### src/rtl/i2c_aseq_pkg.sv
package i2c_aseq_pkg;
  localparam int BYTE_W = 8;
  localparam int REG_AW = 3;

  localparam logic [REG_AW-1:0] RA_CTRL  = 3'd0;
  localparam logic [REG_AW-1:0] RA_DATA  = 3'd1;
  localparam logic [REG_AW-1:0] RA_STAT0 = 3'd2;
  localparam logic [REG_AW-1:0] RA_STAT1 = 3'd3;
  localparam logic [REG_AW-1:0] RA_DIV   = 3'd4;

  typedef enum logic [3:0] {
    ST_IDLE, ST_STA_A, ST_STA_B, ST_BIT_LO, ST_BIT_HI,
    ST_HOLD, ST_STO_A, ST_STO_B, ST_STO_C
  } seq_state_t;

  // A first byte with 11110 in its top five bits opens a 10-bit address.
  function automatic logic is_ten_bit_header(input logic [BYTE_W-1:0] b);
    return b[BYTE_W-1:BYTE_W-5] == 5'b11110;
  endfunction
endpackage

### src/rtl/i2c_phase_timer.sv
module i2c_phase_timer #(
  parameter int CW = 8
) (
  input  logic          clk,
  input  logic          rst_n,
  input  logic          restart,
  input  logic [CW-1:0] lim,
  output logic          first,
  output logic          last
);
  // Phases shorter than two cycles would let SDA move on an SCL edge.
  function automatic logic [CW-1:0] phase_len(input logic [CW-1:0] v);
    return (v < CW'(2)) ? CW'(2) : v;
  endfunction

  logic [CW-1:0] cnt_q;

  always_ff @(posedge clk or negedge rst_n) begin
    if (!rst_n)       cnt_q <= '0;
    else if (restart) cnt_q <= '0;
    else              cnt_q <= cnt_q + 1'b1;
  end

  assign first = (cnt_q == '0);
  assign last  = (cnt_q == phase_len(lim) - CW'(1));
endmodule

### src/rtl/i2c_bus_watch.sv
module i2c_bus_watch #(
  parameter int SYNC_N = 2
) (
  input  logic clk,
  input  logic rst_n,
  input  logic scl_in,
  input  logic sda_in,
  output logic busy
);
  localparam int N = (SYNC_N < 2) ? 2 : SYNC_N;

  logic [N-1:0] scl_sh, sda_sh;
  logic         scl_p, sda_p;

  genvar g;
  generate
    for (g = 0; g < N; g++) begin : g_sync
      always_ff @(posedge clk or negedge rst_n) begin
        if (!rst_n) begin
          scl_sh[g] <= 1'b1;
          sda_sh[g] <= 1'b1;
        end else begin
          scl_sh[g] <= (g == 0) ? scl_in : scl_sh[(g == 0) ? 0 : g-1];
          sda_sh[g] <= (g == 0) ? sda_in : sda_sh[(g == 0) ? 0 : g-1];
        end
      end
    end
  endgenerate

  logic start_ev, stop_ev;
  assign start_ev = scl_p && scl_sh[N-1] && sda_p && !sda_sh[N-1];
  assign stop_ev  = scl_p && scl_sh[N-1] && !sda_p && sda_sh[N-1];

  always_ff @(posedge clk or negedge rst_n) begin
    if (!rst_n) begin
      scl_p <= 1'b1;
      sda_p <= 1'b1;
      busy  <= 1'b0;
    end else begin
      scl_p <= scl_sh[N-1];
      sda_p <= sda_sh[N-1];
      if (start_ev)     busy <= 1'b1;
      else if (stop_ev) busy <= 1'b0;
    end
  end
endmodule

### src/rtl/i2c_addr_seq.sv
module i2c_addr_seq
  import i2c_aseq_pkg::*;
#(
  parameter int DIV_RST = 4,
  parameter int SYNC_N  = 2
) (
  input  logic              clk,
  input  logic              rst_n,
  input  logic              reg_wr,
  input  logic              reg_rd,
  input  logic [REG_AW-1:0] reg_addr,
  input  logic [BYTE_W-1:0] reg_wdata,
  output logic [BYTE_W-1:0] reg_rdata,
  input  logic              scl_i,
  input  logic              sda_i,
  output logic              scl_oe,
  output logic              sda_oe
);
  localparam logic [3:0] ACK_BIT = 4'(BYTE_W);

  seq_state_t        state_q, state_d;
  logic [BYTE_W-1:0] sh_q;
  logic [3:0]        bitn_q;
  logic              in_hdr_q, sda_drv_q;
  logic              sb_q, hs_q, as_q, af_q, arm_q;
  logic              master_q, start_req_q, stop_req_q;
  logic [BYTE_W-1:0] div_q;
  logic              bus_busy, tm_first, tm_last;

  // Named events, also watched by the checker.
  logic wr_ctrl_ev, wr_data_ev, wr_div_ev, rd_stat0_ev, rd_stat1_ev;
  logic flag_pend, go_byte, addr_clr, stop_take, cond_phase;
  logic ack_done, nack, ack_ok;

  assign wr_ctrl_ev  = reg_wr && reg_addr == RA_CTRL;
  assign wr_data_ev  = reg_wr && reg_addr == RA_DATA;
  assign wr_div_ev   = reg_wr && reg_addr == RA_DIV;
  assign rd_stat0_ev = reg_rd && reg_addr == RA_STAT0;
  assign rd_stat1_ev = reg_rd && reg_addr == RA_STAT1;

  assign flag_pend  = sb_q || hs_q || as_q;
  assign stop_take  = (state_q == ST_HOLD) && stop_req_q;
  assign go_byte    = (state_q == ST_HOLD) && !stop_req_q && wr_data_ev && arm_q && (sb_q || hs_q);
  assign addr_clr   = rd_stat1_ev && arm_q && as_q;
  assign cond_phase = (state_q == ST_STA_A) || (state_q == ST_STO_C);
  assign ack_done   = (state_q == ST_BIT_HI) && tm_last && (bitn_q == ACK_BIT);
  assign nack       = ack_done && sda_i;
  assign ack_ok     = ack_done && !sda_i;

  i2c_phase_timer #(.CW(BYTE_W)) u_timer (
    .clk(clk), .rst_n(rst_n), .restart(state_d != state_q),
    .lim(div_q), .first(tm_first), .last(tm_last)
  );

  i2c_bus_watch #(.SYNC_N(SYNC_N)) u_watch (
    .clk(clk), .rst_n(rst_n), .scl_in(scl_i), .sda_in(sda_i), .busy(bus_busy)
  );

  always_comb begin
    state_d = state_q;
    unique case (state_q)
      ST_IDLE:   if (start_req_q && !bus_busy) state_d = ST_STA_A;
      ST_STA_A:  if (tm_last) state_d = ST_STA_B;
      ST_STA_B:  if (tm_last) state_d = ST_HOLD;
      ST_BIT_LO: if (tm_last) state_d = ST_BIT_HI;
      ST_BIT_HI: if (tm_last) begin
                   if (bitn_q != ACK_BIT) state_d = ST_BIT_LO;
                   else if (sda_i)        state_d = ST_STO_A;
                   else                   state_d = ST_HOLD;
                 end
      ST_HOLD:   if (stop_req_q) state_d = ST_STO_A;
                 else if (go_byte) state_d = ST_BIT_LO;
      ST_STO_A:  if (tm_last) state_d = ST_STO_B;
      ST_STO_B:  if (tm_last) state_d = ST_STO_C;
      ST_STO_C:  if (tm_last) state_d = ST_IDLE;
      default:   state_d = ST_IDLE;
    endcase
  end

  always_ff @(posedge clk or negedge rst_n) begin
    if (!rst_n) begin
      state_q <= ST_IDLE;
      sh_q <= '0;
      bitn_q <= '0;
      in_hdr_q <= 1'b0;
      sda_drv_q <= 1'b0;
    end else begin
      state_q <= state_d;
      if (tm_first) begin
        unique case (state_q)
          ST_STA_A:  sda_drv_q <= 1'b1;
          ST_BIT_LO: sda_drv_q <= (bitn_q != ACK_BIT) ? ~sh_q[BYTE_W-1] : 1'b0;
          ST_STO_A:  sda_drv_q <= 1'b1;
          ST_STO_C:  sda_drv_q <= 1'b0;
          default:   sda_drv_q <= sda_drv_q;
        endcase
      end
      if (go_byte) begin
        sh_q     <= reg_wdata;
        bitn_q   <= '0;
        in_hdr_q <= sb_q && is_ten_bit_header(reg_wdata);
      end else if (state_q == ST_BIT_HI && tm_last && bitn_q != ACK_BIT) begin
        sh_q   <= {sh_q[BYTE_W-2:0], 1'b0};
        bitn_q <= bitn_q + 4'd1;
      end
    end
  end

  always_ff @(posedge clk or negedge rst_n) begin
    if (!rst_n) begin
      sb_q <= 1'b0; hs_q <= 1'b0; as_q <= 1'b0; af_q <= 1'b0; arm_q <= 1'b0;
      master_q <= 1'b0; start_req_q <= 1'b0; stop_req_q <= 1'b0;
      div_q <= BYTE_W'(DIV_RST);
    end else begin
      if (wr_div_ev) div_q <= reg_wdata;

      if (state_q == ST_IDLE && state_d == ST_STA_A) start_req_q <= 1'b0;
      else if (wr_ctrl_ev && reg_wdata[0] && state_q == ST_IDLE) start_req_q <= 1'b1;

      if (stop_take) stop_req_q <= 1'b0;
      else if (wr_ctrl_ev && reg_wdata[1] && state_q == ST_HOLD) stop_req_q <= 1'b1;

      if (state_q == ST_IDLE && state_d == ST_STA_A) master_q <= 1'b1;
      else if (state_q == ST_STO_C && tm_last)     master_q <= 1'b0;

      if (state_q == ST_STA_B && tm_last) sb_q <= 1'b1;
      else if (stop_take || (go_byte && sb_q)) sb_q <= 1'b0;

      if (ack_ok && in_hdr_q) hs_q <= 1'b1;
      else if (stop_take || (go_byte && hs_q)) hs_q <= 1'b0;

      if (ack_ok && !in_hdr_q) as_q <= 1'b1;
      else if (stop_take || addr_clr) as_q <= 1'b0;

      if (nack) af_q <= 1'b1;
      else if (wr_ctrl_ev && reg_wdata[0]) af_q <= 1'b0;

      if (stop_take || go_byte || addr_clr) arm_q <= 1'b0;
      else if (rd_stat0_ev && flag_pend)    arm_q <= 1'b1;
    end
  end

  always_comb begin
    unique case (reg_addr)
      RA_CTRL:  reg_rdata = {{(BYTE_W-2){1'b0}}, stop_req_q, start_req_q};
      RA_DATA:  reg_rdata = sh_q;
      RA_STAT0: reg_rdata = {{(BYTE_W-4){1'b0}}, af_q, hs_q, as_q, sb_q};
      RA_STAT1: reg_rdata = {{(BYTE_W-2){1'b0}}, bus_busy, master_q};
      RA_DIV:   reg_rdata = div_q;
      default:  reg_rdata = '0;
    endcase
  end

  assign scl_oe = (state_q == ST_STA_B) || (state_q == ST_BIT_LO) ||
                  (state_q == ST_HOLD)  || (state_q == ST_STO_A);
  assign sda_oe = sda_drv_q;
endmodule

### config.mk
export PLATFORM = sky130hd
export DESIGN_NAME = i2c_addr_seq
export DESIGN_NICKNAME = d
export VERILOG_FILES = /design/src/rtl/i2c_aseq_pkg.sv /design/src/rtl/i2c_phase_timer.sv /design/src/rtl/i2c_bus_watch.sv /design/src/rtl/i2c_addr_seq.sv
export SDC_FILE = /design/constraint.sdc
export NUM_CORES = 1
export LEC_CHECK = 0
export CAP_MARGIN = 0
export CORE_UTILIZATION = 45
export DETAILED_ROUTE_END_ITERATION = 12
export DONT_BUFFER_PORTS = 1
export GPL_ROUTABILITY_DRIVEN = 1
export GPL_TIMING_DRIVEN = 0
export SLEW_MARGIN = 20
export SYNTH_ARGS = -nofsm -noshare
export SYNTH_HDL_FRONTEND = slang
export SYNTH_SLANG_ARGS = --single-unit
### constraint.sdc
create_clock -name clk -period 4.07 [get_ports clk]
set_input_delay 0.814 -clock clk [delete_from_list [all_inputs] [get_ports clk]]
set_output_delay 0.814 -clock clk [all_outputs]
set_load 0.02 [all_outputs]
==> impl_metrics.ini <==
[place]
place_congestion = 0.887
dp.final_hpwl_um = 5430
postPlaceCellArea_sq_um = 3110
placement.io_buffers = 0

[cts]
tritoncts_clock_tree = done
clockBufferDepth = 2
clock_latency_ps = 310
tritoncts.num_buffers = 5
cts.htree.levels = 2
cts_num_sinks = 49
worst_setup_hold_path_clk_slew_ps = 100
cts_hold_buf = 0
buffer_type_at_the_clock_tree_root = clkbuf_8

[drt]
drcViolationCount = 0
drt-wirelength-per-cell_um = 18.0
drt-total-wl_um = 7390
final_antenna_net_count = 0
viasPerCell = 6.10
detailedRoute.firstIterationViolations = 151
via_count = 2502
detail_route.first_pass.iterations = 4

[power_and_ir_drop]
power.leakage_uw = 0.00129
power.share.clock_pct = 19.4
power.internal_uw = 1090
p_seq_share_pct = 41.4
switching_share_pct = 40.5
combPwrFrac_pct = 39.2
power_switching_uw = 741
ir_drop_mv = 0.231
totalPowerFinal_uw = 1830
p_per_area_nw_per_um2 = 566

[worst_setup_path]
cp_data_required_time_ps = 4240
critical-path-top-delay-family = simple AND/OR/NAND/NOR gates
worst_ep_arrival_time_ps = 3950
crit_path_top_delay_cell = nor4_2
cp_num_buf_inv = 1
crit_path_start_kind = flip-flop
worstSetupPathType = reg -> reg
timing.critical_path.cells = buf_2 > or4_4 > o41ai_4 > ha_1 > nand2b_1 > a2111oi_4 > nor3b_1 > nor4_2 > nand2_1 > a21oi_2 > nor4_1
crit_path_end_kind = flip-flop
timing.critical_path.fanout_max = 9
slowest_delay_ps = 580

[sta]
rsz0062_at_grt = false
period_minus_slack_ps = 3780
maxSlewHeadroom_pct = 26.5
worstMarginPinSlew_ps = 1090
setup_viol = 0
final_hold_viol_count = 0
timing_max_transition_violations_final = 0
fmax_ghz = 0.265
finalSetupTns_ps = 0
worst_clock_skew_ps = 15.0
final_min_period_over_clock_period_pct = 92.8

[synth]
synth-async-reset-ratio_pct = 100
syn-num-nets = 346
synth.distinct_cells = 57
synth_seq_area_share_pct = 41.0
ys_seq_elements = 49
synth-warning-count = 0
synth_cells = 324
synth_area_per_cell_sq_um = 9.29
netlist_area_sq_um = 3010
dominantRegCellSynth = dfrtp_1
synth-edff-count = 0

[global_route]
first_pass_grt_wire_length_um = 12900
grtUsageTotal_pct = 22.8
global_route.usage.met3_pct = 4.25
met1_global_route_usage_pct = 31.9
grt_antenna_before_repair = 0
globalRoute.busiestLayer = met2
grt_pass1_vias = 2579
globalRouteOverflowTotal = 0
grt_use_met2_pct = 36.0
grt_max_degree = 50

[die]
ioPinCount = 27
die_height_um = 83.8
design.die.area_sq_um = 7020
fp.coreArea_sq_um = 6390
starting_density_of_the_core_pct = 47.1
die_w_um = 83.8
placement_rows = 29

[finish]
layout.cells.most_common = dfrtp_1
areaGrowthSynthToFinish_pct = 7.44
final_cell_mix = 42 x dfrtp_1, 34 x nand2_1, 26 x nor2_1
design.final.nets = 354
finish.instance_area_sq_um = 3230
layout.core_utilization_pct = 50.6
insertedDiodeCount = 0
drive_gt1_share_pct = 12.6

[worst_hold_path]
worstHoldPathType = in -> async

[status]
run_status = finished clean

[flow_run]
max_cap_violations = 0
[layout make-up]
class	instances	area (sq um)
fill	608	3150
timing repair buffer	1	7.51
tap	77	96.3
buffer	16	70.1
inverter	13	48.8
sequential	49	1230
clock inverter	2	38.8
multi-input combinational	246	1670
clock buffer	6	72.6
[worst paths after layout]
check,start,end,slack [ps],cells past startpoint
max reg2reg,div_q[4]$_DFFE_PN0P_,u_timer.cnt_q[5]$_DFF_PN0_,290,11
max,div_q[4]$_DFFE_PN0P_,u_timer.cnt_q[5]$_DFF_PN0_,290,11
min,rst_n,u_watch.busy$_DFFE_PN0P_,190,0
min reg2reg,u_watch.sda_sh[0]$_DFF_PN1_,u_watch.sda_sh[1]$_DFF_PN1_,360,0
max in group asynchronous,rst_n,div_q[2]$_DFFE_PN1P_,3670,0
min in group clk,u_watch.sda_sh[0]$_DFF_PN1_,u_watch.sda_sh[1]$_DFF_PN1_,360,0
[cell families (layout without fill, tap and decap cells)]
kind of cell,after synthesis,after routing,synth area share [%]
AOI/OAI and AO/OA,82,82,20.3
DFF,49,49,41.0
muxes,12,12,4.36
buffers and inverters,29,38,3.95
xor gates and xnor gates,15,15,4.36
and+or+nand+nor,132,132,23.9
adders and majority gates,5,5,2.08
[synth_stat cells, types with 2 or more instances]
master / number / share of area [%]
and3_1: 3 / 0.62
o21ai_0: 20 / 3.3
a22oi_1: 8 / 2.0
a31oi_1: 9 / 1.9
or3_4: 3 / 1.1
nand2_1: 34 / 4.2
o31ai_1: 3 / 0.75
xnor2_1: 4 / 1.2
clkbuf_1: 13 / 1.6
ha_1: 5 / 2.1
nor3_1: 9 / 1.5
and2_1: 2 / 0.42
inv_1: 13 / 1.6
a21oi_1: 10 / 1.7
nor3b_1: 3 / 0.75
or4_1: 2 / 0.50
nor2_1: 26 / 3.2
mux2i_1: 3 / 1.0
o22a_1: 4 / 1.2
xor2_1: 11 / 3.2
mux2_2: 9 / 3.4
or2_2: 2 / 0.42
or4_4: 2 / 0.75
o2111ai_1: 2 / 0.58
nor4_1: 9 / 1.9
buf_2: 2 / 0.33
nand2b_1: 5 / 1.0
nand3_1: 8 / 1.3
o22ai_1: 3 / 0.62
a211oi_1: 2 / 0.50
nand4_1: 7 / 1.5
a21o_1: 2 / 0.50
nor4b_1: 2 / 0.58
nand3b_1: 3 / 0.75
dfrtp_1: 42 / 35
nor2b_1: 7 / 1.5
o41ai_1: 2 / 0.58
dfstp_2: 7 / 6.1
o21a_1: 5 / 1.2
[metrics by stage]
step / std cells / hold WS, ps / setup WS (ps)
2_1_floorplan: 324 / 345 / 683
3_3_place_gp: 401 / 345 / 172
3_5_place_dp: 401 / 347 / 74.3
4_1_cts: 409 / 184 / 102
5_1_grt: 410 / 169 / 15.7
6_report: 410 / 188 / 292
[flip-flops by register name, indices dropped and copies added (netlist names), 2 cells and up]
name	cells
sh_q	8
div_q	8
u_watch.scl_sh	2
u_timer.cnt_q	8
state_q	4
u_watch.sda_sh	2
bitn_q	4
[power groups by stage]
stage	Sequential, uW	Combinational, uW	Clock, uW
2_1_floorplan	712	594	0
3_3_place_gp	759	698	0
3_5_place_dp	760	710	0
4_1_cts	752	714	362
5_1_grt	771	817	384
6_report	757	718	354
[layer usage]
layer / vias up / part of all wire [%]
met5: - / 0
met4: 0 / 1.7
met1: 1211 / 47
li1: 1215 / -
met3: 10 / 5.7
met2: 66 / 45
[what timing repair did]
action                     in CTS  in global routing
resized for setup               0                  1
buffers inserted                0                  1
hold endpoints to repair        0                  0
setup endpoints to repair       0                 16
Note: power is estimated with default switching activity, not from simulation.
